--- config.mk ---
export PLATFORM = sky130hd
export DESIGN_NAME = sio_ldcfg
export DESIGN_NICKNAME = d
export VERILOG_FILES = /design/src/rtl/sio_ldcfg.sv
export SDC_FILE = /design/constraint.sdc
export NUM_CORES = 1
export LEC_CHECK = 0
export ABC_AREA = 1
export CAP_MARGIN = 20
export CORE_UTILIZATION = 45
export DETAILED_ROUTE_END_ITERATION = 16
export PLACE_DENSITY = 0.67
export SLEW_MARGIN = 5
export SYNTH_ARGS = -nofsm -noshare
export SYNTH_HDL_FRONTEND = slang
export SYNTH_SLANG_ARGS = --single-unit
--- constraint.sdc ---
create_clock -name clk -period 2.65 [get_ports clk]
set_input_delay 0.53 -clock clk [delete_from_list [all_inputs] [get_ports clk]]
set_output_delay 0.53 -clock clk [all_outputs]
set_load 0.01 [all_outputs]
--- src/rtl/sio_ldcfg.sv ---
module sio_ldcfg #(
  parameter int          NUM_LD      = 11,
  parameter int          ACPI_LD     = 10,
  parameter int          AB_LD       = 9,
  parameter int          IRQ_MIN_LD  = 4,
  parameter logic [15:0] LOCK_MASK   = 16'h0086,
  parameter logic [15:0] WIN_LO      = 16'h0100,
  parameter logic [15:0] PRI_HI      = 16'h0FF0,
  parameter logic [15:0] AUX_HI      = 16'h0FF8,
  parameter logic [15:0] AB_HI       = 16'h0FFC
) (
  input  logic        clk,
  input  logic        rst_n,
  input  logic        wr_en,
  input  logic        port_sel,
  input  logic [7:0]  wr_data,
  output logic [7:0]  rd_data,
  output logic        acpi_pri_en,
  output logic [15:0] acpi_pri_base,
  output logic        acpi_aux_en,
  output logic [15:0] acpi_aux_base,
  output logic [7:0]  acpi_irq,
  output logic        ab_en,
  output logic [15:0] ab_base
);
  localparam int LW = (NUM_LD > 1) ? $clog2(NUM_LD) : 1;

  logic [7:0] idx_q, sel_q, g22_q;
  logic [7:0] act_q [NUM_LD];
  logic [7:0] bh_q  [NUM_LD];
  logic [7:0] bl_q  [NUM_LD];
  logic [7:0] sh_q  [NUM_LD];
  logic [7:0] sl_q  [NUM_LD];
  logic [7:0] irq_q [NUM_LD];

  wire [LW-1:0] ld     = sel_q[LW-1:0];
  wire          ld_in  = ({24'd0, sel_q} < NUM_LD);
  wire          locked = (sel_q < 8'd16) && LOCK_MASK[sel_q[3:0]];
  wire          irq_blk = (idx_q[7:4] == 4'h7) && ({24'd0, sel_q} < IRQ_MIN_LD);
  wire          dwr    = wr_en && port_sel;
  wire          pg_wr  = dwr && (idx_q >= 8'h30) && ld_in && !locked && !irq_blk;

  always_ff @(posedge clk) begin
    if (!rst_n) begin
      idx_q <= '0;
      sel_q <= '0;
      g22_q <= '0;
      for (int i = 0; i < NUM_LD; i++) begin
        act_q[i] <= '0; bh_q[i] <= '0; bl_q[i] <= '0;
        sh_q[i]  <= '0; sl_q[i] <= '0; irq_q[i] <= '0;
      end
    end else if (wr_en && !port_sel) begin
      idx_q <= wr_data;
    end else if (dwr && idx_q < 8'h30) begin
      if (idx_q == 8'h07) sel_q <= wr_data;
      if (idx_q == 8'h22) g22_q <= wr_data;
    end else if (pg_wr) begin
      case (idx_q)
        8'h30: begin
          act_q[ld] <= wr_data;
          if ({24'd0, sel_q} == AB_LD && wr_data[0]) g22_q[6] <= 1'b1;
        end
        8'h60: bh_q[ld]  <= wr_data;
        8'h61: bl_q[ld]  <= wr_data;
        8'h62: sh_q[ld]  <= wr_data;
        8'h63: sl_q[ld]  <= wr_data;
        8'h70: irq_q[ld] <= wr_data;
        default: ;
      endcase
    end
  end

  logic [7:0] page_rd;
  always_comb begin
    page_rd = '0;
    if (ld_in) begin
      case (idx_q)
        8'h30: page_rd = act_q[ld];
        8'h60: page_rd = bh_q[ld];
        8'h61: page_rd = bl_q[ld];
        8'h62: page_rd = sh_q[ld];
        8'h63: page_rd = sl_q[ld];
        8'h70: page_rd = irq_q[ld];
        default: page_rd = '0;
      endcase
    end
  end

  wire [7:0] glob_rd = (idx_q == 8'h07) ? sel_q :
                       (idx_q == 8'h22) ? g22_q : 8'h00;

  assign rd_data = !port_sel ? idx_q : (idx_q >= 8'h30) ? page_rd : glob_rd;

  wire [15:0] pri_b = {bh_q[ACPI_LD], bl_q[ACPI_LD]};
  wire [15:0] aux_b = {sh_q[ACPI_LD], sl_q[ACPI_LD]};
  wire [15:0] ab_b  = {bh_q[AB_LD], bl_q[AB_LD]};
  wire        acpi_on = |act_q[ACPI_LD];

  assign acpi_pri_en   = acpi_on && pri_b >= WIN_LO && pri_b <= PRI_HI;
  assign acpi_aux_en   = acpi_on && aux_b >= WIN_LO && aux_b <= AUX_HI;
  assign ab_en         = |act_q[AB_LD] && g22_q[6] && ab_b >= WIN_LO && ab_b <= AB_HI;
  assign acpi_pri_base = acpi_pri_en ? pri_b : 16'h0;
  assign acpi_aux_base = acpi_aux_en ? aux_b : 16'h0;
  assign ab_base       = ab_en ? ab_b : 16'h0;
  assign acpi_irq      = irq_q[ACPI_LD];

  p_high_ld_r3: assert property (@(posedge clk) disable iff (!rst_n)
    (dwr && idx_q >= 8'h30 && sel_q > 8'h0A) |=>
      $stable({acpi_pri_base, acpi_aux_base, acpi_irq, ab_base, acpi_pri_en, acpi_aux_en, ab_en}));

  p_locked_ld_r4: assert property (@(posedge clk) disable iff (!rst_n)
    (dwr && sel_q == 8'd1 && idx_q >= 8'h30) |=> $stable({act_q[1], bh_q[1], bl_q[1], irq_q[1]}));

  p_low_irq_r5: assert property (@(posedge clk) disable iff (!rst_n)
    (dwr && sel_q == 8'd3 && idx_q[7:4] == 4'h7) |=> $stable(irq_q[3]));

  p_quiet_r8: assert property (@(posedge clk) disable iff (!rst_n)
    !dwr |=> $stable({acpi_pri_base, acpi_aux_base, acpi_irq, ab_base, acpi_pri_en, acpi_aux_en, ab_en}));

  p_ab_flag_r10: assert property (@(posedge clk) disable iff (!rst_n)
    (dwr && sel_q == 8'(AB_LD) && idx_q == 8'h30 && wr_data[0]) |=> g22_q[6]);

  p_pri_window_r6: assert property (@(posedge clk) disable iff (!rst_n)
    acpi_pri_en |-> (acpi_pri_base >= WIN_LO && acpi_pri_base <= PRI_HI));
endmodule

-- After elaboration in Yosys (flattened, before gate mapping)
Memory sizes are Yosys's and may differ from the RTL's. A register that Yosys moved wholly into a read port is not among the register bits.
Cells that the tools add are included.
- $add $sub $neg: 0
- $mul: 0
- divide/modulo/power cells: 0
- order comparisons: 12
- eq/ne operators: 11
- shift-type cells: 0
- multiplexer cells: 84
- bitwise gates (word level): 1
- reductions and logical operators: 34
- operator list (cell ; count):
    two-way mux 8 bit ; 11
    two-way mux 4 bit ; 20
    OR reduction 8 bit ; 8
    greater-or-equal comparator 16 x 9 -> 1 bit, second input constant ; 3
    <= comparator 16 x 12 -> 1 bit, second input constant ; 3
    two-way mux 1 bit ; 48
    two-way mux 16 bit ; 3
    one-hot mux 8 bit (6 select lines) ; 1
    == test 8 x 7 -> 1 bit, second input constant ; 5
    logical AND 1 bit ; 17
    == test 8 x 6 -> 1 bit, second input constant ; 2
    == test 8 x 3 -> 1 bit, second input constant ; 1
    == test 8 x 4 -> 1 bit, second input constant ; 1
    greater-or-equal comparator 8 x 6 -> 1 bit, second input constant ; 1
    < comparator 8 x 3 -> 1 bit, second input constant ; 1
    < comparator 8 x 4 -> 1 bit, second input constant ; 1
    < comparator 8 x 5 -> 1 bit, second input constant ; 1
    < comparator 8 x 6 -> 1 bit, second input constant ; 1
    two-way mux 7 bit ; 1
    AND reduction 3 bit ; 2
    nonzero test 2 bit ; 3
    < comparator 4 x 5 -> 1 bit, second input constant ; 1
    AND reduction 5 bit ; 1
    == test 4 x 3 -> 1 bit, second input constant ; 1
    other kinds (3) ; 5
- register bits: 24
- latch bits: 0
- memory bits (writable): 528
- memory bits (read-only): 16
- input port bits: 12
- output and inout bits: 67
- logic and storage cells: 153
- memories kept: 7
- memory list (memory ; words ; bits a word ; read ports ; clocked after memory_dff ; wr ports ; line ; text):
    act_q ; 11 ; 8 ; 3 ; 1 ; 11 ; 29 ; logic [7:0] act_q [NUM_LD];
    bh_q ; 11 ; 8 ; 3 ; 1 ; 11 ; 30 ; logic [7:0] bh_q [NUM_LD];
    bl_q ; 11 ; 8 ; 3 ; 1 ; 11 ; 31 ; logic [7:0] bl_q [NUM_LD];
    irq_q ; 11 ; 8 ; 2 ; 1 ; 11 ; 34 ; logic [7:0] irq_q [NUM_LD];
    sh_q ; 11 ; 8 ; 2 ; 1 ; 11 ; 32 ; logic [7:0] sh_q [NUM_LD];
    sl_q ; 11 ; 8 ; 2 ; 1 ; 11 ; 33 ; logic [7:0] sl_q [NUM_LD];
    +1 memories ; -- ; -- ; -- ; -- ; -- ; -- ;

-- Logic depth before layout (Yosys ltp)
Gate-level depths: netlist of the first run.
- depth in word-level cells: 13
- depth in mapped cells: 16
- mapped depth without buffers: 13

-- Worst setup path before layout of the first run
Ideal clock, no wire load.
- kind: register -> output
- start: register (tool-made name)
- end: output rd_data[5]
- arrival: 1.949 ns
- required time: 2.120 ns
- setup slack: 0.171 ns
- cell stages (with the launch flop): 16
- path buffers: 3
- cells stage by stage: dfxtp_1 -> clkbuf_1 -> clkbuf_1 -> clkbuf_1 -> nand2_1 -> nand2_1 -> nand2_1 -> nand3_1 -> nand3_1 -> nand2_1 -> nand2_1 -> nand2_1 -> inv_1 -> nand2_1 -> nand2_1 -> a21oi_1
- RTL lines (what ; line ; text):
    end, declared ; 17 ; output logic [7:0] rd_data,

==> metrics, run 1 <==
status finished with violations; failing checks setup timing; first-pass detailed-route iteration total 6; Worst Path Required 2120 ps; Buffers on Ports 66; register clock-pin slew on the reported worst setup and hold paths 60 ps; number of top-level pins 79; Avg WL per Cell 19.6 um; mux cell area share after synthesis 0%; total core area 80400 um^2; total CTS buffers 84; Synth cell types 38; Yosys warning count 0; commonest cells after routing, fill and taps aside nand2_1 (1069), edfxtp_1 (720), nor2_1 (570); worst r2r dst sh_q[8][2]; DRC errors left 0; Final Critical Period 3430 ps; Final Hold Fails 0; leading cell type in the layout, fill and taps excluded nand2_1; synthesized area 36500 um^2; share of layout cells above drive strength 1 21.3%; Crit Path Class reg2out; ANT cells 0; FF-to-FF Start sel_q[2]; Max Cap Violations 0; RSZ-0062 raised after global routing true; Die W 287 um; Worst R2R Path Depth 7; Max VDD drop 583 uV; kind of start point of the critical path register; first-pass GRT wire length 169 mm; period utilization 129%; Die Ht 287 um; Starting Density 45.4%; Synth Area in XOR/XNOR 0%; pin count of the biggest net entering global routing 55; GRT overflow 0; Skew-Pair Late Insertion Delay 660 ps; flops & latches, synth 797; simple-gate share of the synthesized area 26.8%; LEAKAGE 20.2 nW; Synth Area per Inst 9.19 um^2; fmax 292 MHz; Vias/cell 5.25; post-synthesis compound-gate area fraction 3.45%; Root Driver clkbuf_16; main combinational cell family by area after synthesis simple AND/OR/NAND/NOR gates; Num Clock Sinks 797; Crit-path slowest cell dfxtp_4; Area Overhead vs Synth 31.8%; CP arrival 2900 ps; hold endpoint act_q[10][7]; number of fill cells 6688; die area 82200 um^2; Mapped Cells 3970; fraction of the mapped netlist area in adder cells 0.0343%; CP max FO 10; Slew HR 49.6%; slack of the critical path -777 ps; Final GP Congestion 0.982; CTS H-tree lvls 3; register area share after synthesis 63.5%; Power Density 557 nW/um^2; hold slack 470 ps; setup TNS -10740 ps; crit end category output pin; initial antenna violation count 1; drt total wl 114 mm; clock tree buffer depth 3; # setup viols final 37; CP top delay family simple AND/OR/NAND/NOR gates; Hold Crit Depth 4; Worst path max stage delay 400 ps; antenna-violating nets left 0; Hold Crit Class in2reg; CTS tree done; initial detailed-routing violation count 3424; # nets final 4721; Slew Viols, Final 0; Worst Hold Launch rst_n; cell mode on critical path nand2_1; Post-DP HPWL 75.5 mm; dominant synthesized flop cell edfxtp_1; number of synthesized flops with an enable pin 720; vias in the first global route 29.0k; worst path cell trace buf_12 > clkinv_16 > buf_6 > clkbuf_16 > nand2_1 > nand3_1 > nand3_2 > nand3_2 > nand2_2 > nand2_4 > nand2_2 > nor2_4 > nand2_1 > nand2_1 > a21oi_2 > buf_2; Worst-Margin Slew 753 ps; Clock Skew 23.5 ps; # rows 104; CP bufs+invs 5; total vias in the final route 30.6k; R2R Setup Slk 100 ps; GRT Total Usage 27.3%; async set-or-reset flop fraction in the synthesized netlist 0%
==> how the worst max path moves through the flow <==
stage | start | endpoint | slack [ps] | cells after the start
2_1_floorplan | register | rd_data[5] | 170 | 15
3_3_place_gp | register | rd_data[2] | -680 | 16
3_5_place_dp | register | rd_data[4] | -640 | 15
4_1_cts | register | rd_data[5] | -720 | 16
5_1_grt | register | rd_data[6] | -820 | 17
6_report | register | rd_data[6] | -780 | 16
==> power by group <==
| part | switching, W | internal (W) | total, W |
|---|---|---|---|
| combinational | 0.000756 | 0.000399 | 0.00116 |
| sequential | 0.000126 | 0.0141 | 0.0142 |
| clock | 0.00501 | 0.00641 | 0.0114 |
==> registers in the layout, summed over array words and instances (netlist names), named ones only <==
| register | flops |
|---|---|
| sh_q | 128 |
| irq_q | 128 |
| act_q | 128 |
| idx_q | 8 |
| g22_q | 8 |
| bl_q | 128 |
| sel_q | 8 |
| sl_q | 128 |
| bh_q | 128 |
==> stage by stage <==
stage	instances	setup slack, ps	total power [W]	cell area [um^2]	util, %
after CTS	5814	-720	0.0268	46800	58.2
after floorplan	4253	171	0.0150	37500	-
after global placement	5609	-680	0.0155	43000	53.4
after global routing	5837	-819	0.0275	48100	59.8
final	5837	-777	0.0268	48100	59.8
after detailed placement	5609	-641	0.0155	43000	53.4
==> Yosys cell counts (all sizes together) (13+ instances only) <==
library cell	count	share of area [%]
inv	354	3.6
edfxtp	720	59
nand2	1178	12
dfxtp	77	4.2
clkbuf	181	1.9
nand3	501	7.2
buf	49	0.71
o211ai	26	0.54
nand4	18	0.33
o21ai	137	1.9
nor2	626	6.6
nor4	13	0.26
a21oi	53	0.73
==> kinds of logic (layout without fill, tap and decap cells) <==
group                    Yosys count  after routing
other                              1            284
flip-flops                       797            797
adder cells (fa/ha/maj)            1              1
AO/OA/AOI/OAI                    232            232
AND/OR/NAND/NOR                 2352           2352
buffers and inverters            587           1111
==> final cells by class <==
class | count | area (um^2) | area share, %
repair buffers | 596 | 6180 | 12.9
clock inverters | 37 | 324 | 0.674
clock buffers | 118 | 2310 | 4.80
well taps | 1060 | 1330 | 2.76
repair inverters | 3 | 48.8 | 0.101
multi-input cells | 2869 | 13300 | 27.7
flip-flops and latches | 797 | 23200 | 48.2
inverters | 357 | 1400 | 2.90
==> repair_timing <==
item / 4_1_cts / 5_1_grt
hold buffers: 0 / 0
buffers inserted: 36 / 22
pin swaps: 42 / 77
gates cloned: 15 / 10
resized for setup: 403 / 246
endpoints found under the hold margin: 0 / 0
setup endpoints to repair: 72 / 377
==> worst register-to-register path, stage by stage (launching register included) <==
cell	delay, ps
dfxtp_1	320
inv_2	140
buf_4	200
nand2_1	80
inv_1	320
nand2_2	560
o21ai_0	380
buf_4	250
==> metal layers <==
layer	vias up	wire, um	global-route usage [%]
met3	265	10400	3.74
met4	0	5530	13.6
met1	14586	44700	36.4
li1	14251	-	-
met2	1525	53600	43.9
met5	-	0	0
No activity file was read; power rests on OpenSTA's default activity.
==> inputs of run 2 (changes only) <==
- CAP_MARGIN: 20 -> 5
- DONT_BUFFER_PORTS: unset -> 1
- PLACE_DENSITY: 0.67 -> 0.66
==> metrics, run 2 (synthesis results as in run 1) <==
# rows 104 (unchanged); CP bufs+invs 6 (+1); Die Ht 287 um (unchanged); Vias/cell 5.29 (+0.76%); # setup viols final 21 (-43%); cell mode on critical path nand2_1; Max Cap Violations 0 (unchanged); Cells after DPL 5369 (-4.3%); # nets final 4456 (-5.6%); CP max FO 15 (+5); vias in the first global route 28.0k (-3.6%); Avg WL per Cell 19.8 um (+1.5%); GRT overflow 0 (unchanged); Num Clock Sinks 797 (unchanged); GR peak layer met2; Crit Path Class reg2out; kind of start point of the critical path register; LEAKAGE 18.5 nW (-8.4%); share of layout cells above drive strength 1 15.0% (-6.3 points); GRT Total Usage 26.8% (-0.51 points); Crit-path slowest cell dfxtp_4; total core area 80400 um^2 (unchanged); Buffers on Ports 0 (-100%); met3 Usage GRT 4.50% (+0.76 points); DP Worst Slack -361 ps (+280 ps); CP top delay family simple AND/OR/NAND/NOR gates; number of top-level pins 79 (unchanged); Slew HR 52.8% (+3.2 points); total power 0.0261 W (-2.4%); Power Density 581 nW/um^2 (+4.4%); total vias in the final route 29.4k (-3.9%); Final Critical Period 3440 ps (+10.7 ps); antenna-violating nets left 0 (unchanged); fmax 291 MHz (-0.31%); crit end category output pin; Skew-Pair Late Insertion Delay 650 ps (about the same); CTS tree done; Max VDD drop 525 uV (-10%); initial antenna violation count 2 (+1); worst path cell trace buf_12 > inv_12 > buf_4 > nand2_1 > nand3_1 > nand3_1 > nand2_1 > nand2_1 > nand2_1 > nand2_1 > nand2_1 > inv_1 > nand2_1 > nand2_1 > a21oi_2 > buf_6 > buf_6; Die W 287 um (unchanged); failing checks setup timing; Root Driver clkbuf_16; total CTS buffers 83 (-1.2%); first-pass GRT wire length 166 mm (-1.7%); leading cell type in the layout, fill and taps excluded nand2_1; met1 Resource Use GR 35.1% (-1.3 points); Hold Crit Class in2reg; pin count of the biggest net entering global routing 122 (+120%); CP arrival 2910 ps (about the same); register clock-pin slew on the reported worst setup and hold paths 60 ps (about the same); Post-DP HPWL 72.8 mm (-3.5%); clock tree buffer depth 3 (unchanged); Slew Viols, Final 0 (unchanged); slack of the critical path -788 ps (-10.7 ps); Final Hold Fails 0 (unchanged); Area Overhead vs Synth 23.3%; die area 82200 um^2 (unchanged); Final GP Congestion 1.01 (+2.4%); initial detailed-routing violation count 3106 (-9.3%); status finished with violations; Worst-Margin Slew 707 ps (-45.4 ps); drt total wl 111 mm (-3.2%); Finished Layout Cells 5569 (-4.6%); met2 GRT Util 43.9% (about the same); period utilization 130% (+0.41 points); setup TNS -7730 ps (+3010 ps); Clock Skew 30.4 ps (+6.87 ps); CTS H-tree lvls 3 (unchanged); Starting Density 45.4% (unchanged); DRC errors left 0 (unchanged); RSZ-0062 raised after global routing true; Worst path max stage delay 380 ps (-20 ps); first-pass detailed-route iteration total 7 (+1); commonest cells after routing, fill and taps aside nand2_1 (1098), edfxtp_1 (720), nor2_1 (572); Worst Path Required 2120 ps (about the same)
-- run 2: changes by cell type in the layout (fill, tap and decap cells not counted), sizes merged --
| cell | change |
|---|---|
| bufinv | -1 |
| clkbuf | -15 |
| clkdlybuf4s50 | -18 |
| dlygate4sd3 | +8 |
| nand3 | +1 |
| bufbuf | +5 |
| inv | +8 |
| buf | -255 |
| clkinv | -5 |
| clkinvlp | +3 |
| diode | +1 |
-- run 2: layout make-up --
type                    count  area, um^2
well taps                1060        1330
clock inverters            43         300
flip-flops and latches    797       23200
inverters                 357        1370
multi-input cells        2870       12900
clock buffers             107        2200
repair buffers            332        3670
repair inverters            2        25.0
fillers                  7098       35400
diodes                      1        2.50
-- run 2: power breakdown --
part,total (W),internal (W),switching (W)
sequential,0.0142,0.0141,0.000126
clock,0.0110,0.00607,0.00497
combinational,0.000898,0.000273,0.000625
-- run 2: per-stage QoR --
| step | hold WS, ps | cell area [um^2] | util, % |
|---|---|---|---|
| after floorplan | 444 | 37500 | - |
| after global placement | 453 | 40700 | 50.6 |
| after detailed placement | 461 | 40700 | 50.6 |
| after CTS | 5.01 | 44400 | 55.2 |
| after global routing | 26.2 | 45000 | 55.9 |
| final | 34.7 | 45000 | 55.9 |
-- run 2: path summary, 6_finish.rpt --
check / from / endpoint / slack [ps] / cells after the start
setup / recovery: register / rd_data[0] / -790 / 17
hold / removal: wr_data[7] / sh_q[10][7] / 30 / 2
setup reg to reg: idx_q[5] / bl_q[15][0] / 80 / 10
hold reg to reg: act_q[10][6] / act_q[10][6] / 470 / 2
-- run 2: timing repair --
action                                  CTS  global route
pin swaps                                26            19
endpoints found under the hold margin     8             0
hold buffers                              8             0
endpoints found under the setup margin   95           468
setup buffers                            14             7
gates cloned                             17             5
resized for setup                       150           122
-- run 2: metal layers --
layer  up-vias  routed length [um]
met2      1358               52300
met3       268               10000
met1     14094               43200
met4         2                5050
met5         -                  13
li1      13720                   -
-- run 2: worst register-to-register path, cell delays in order, from the launching register on --
cell	delay (ps)
dfxtp_2	380
inv_1	90
nor2_4	130
nand2_1	150
nor4_4	170
buf_4	250
nand4_2	220
nor2_4	160
buf_4	180
nand2_1	350
inv_1	310
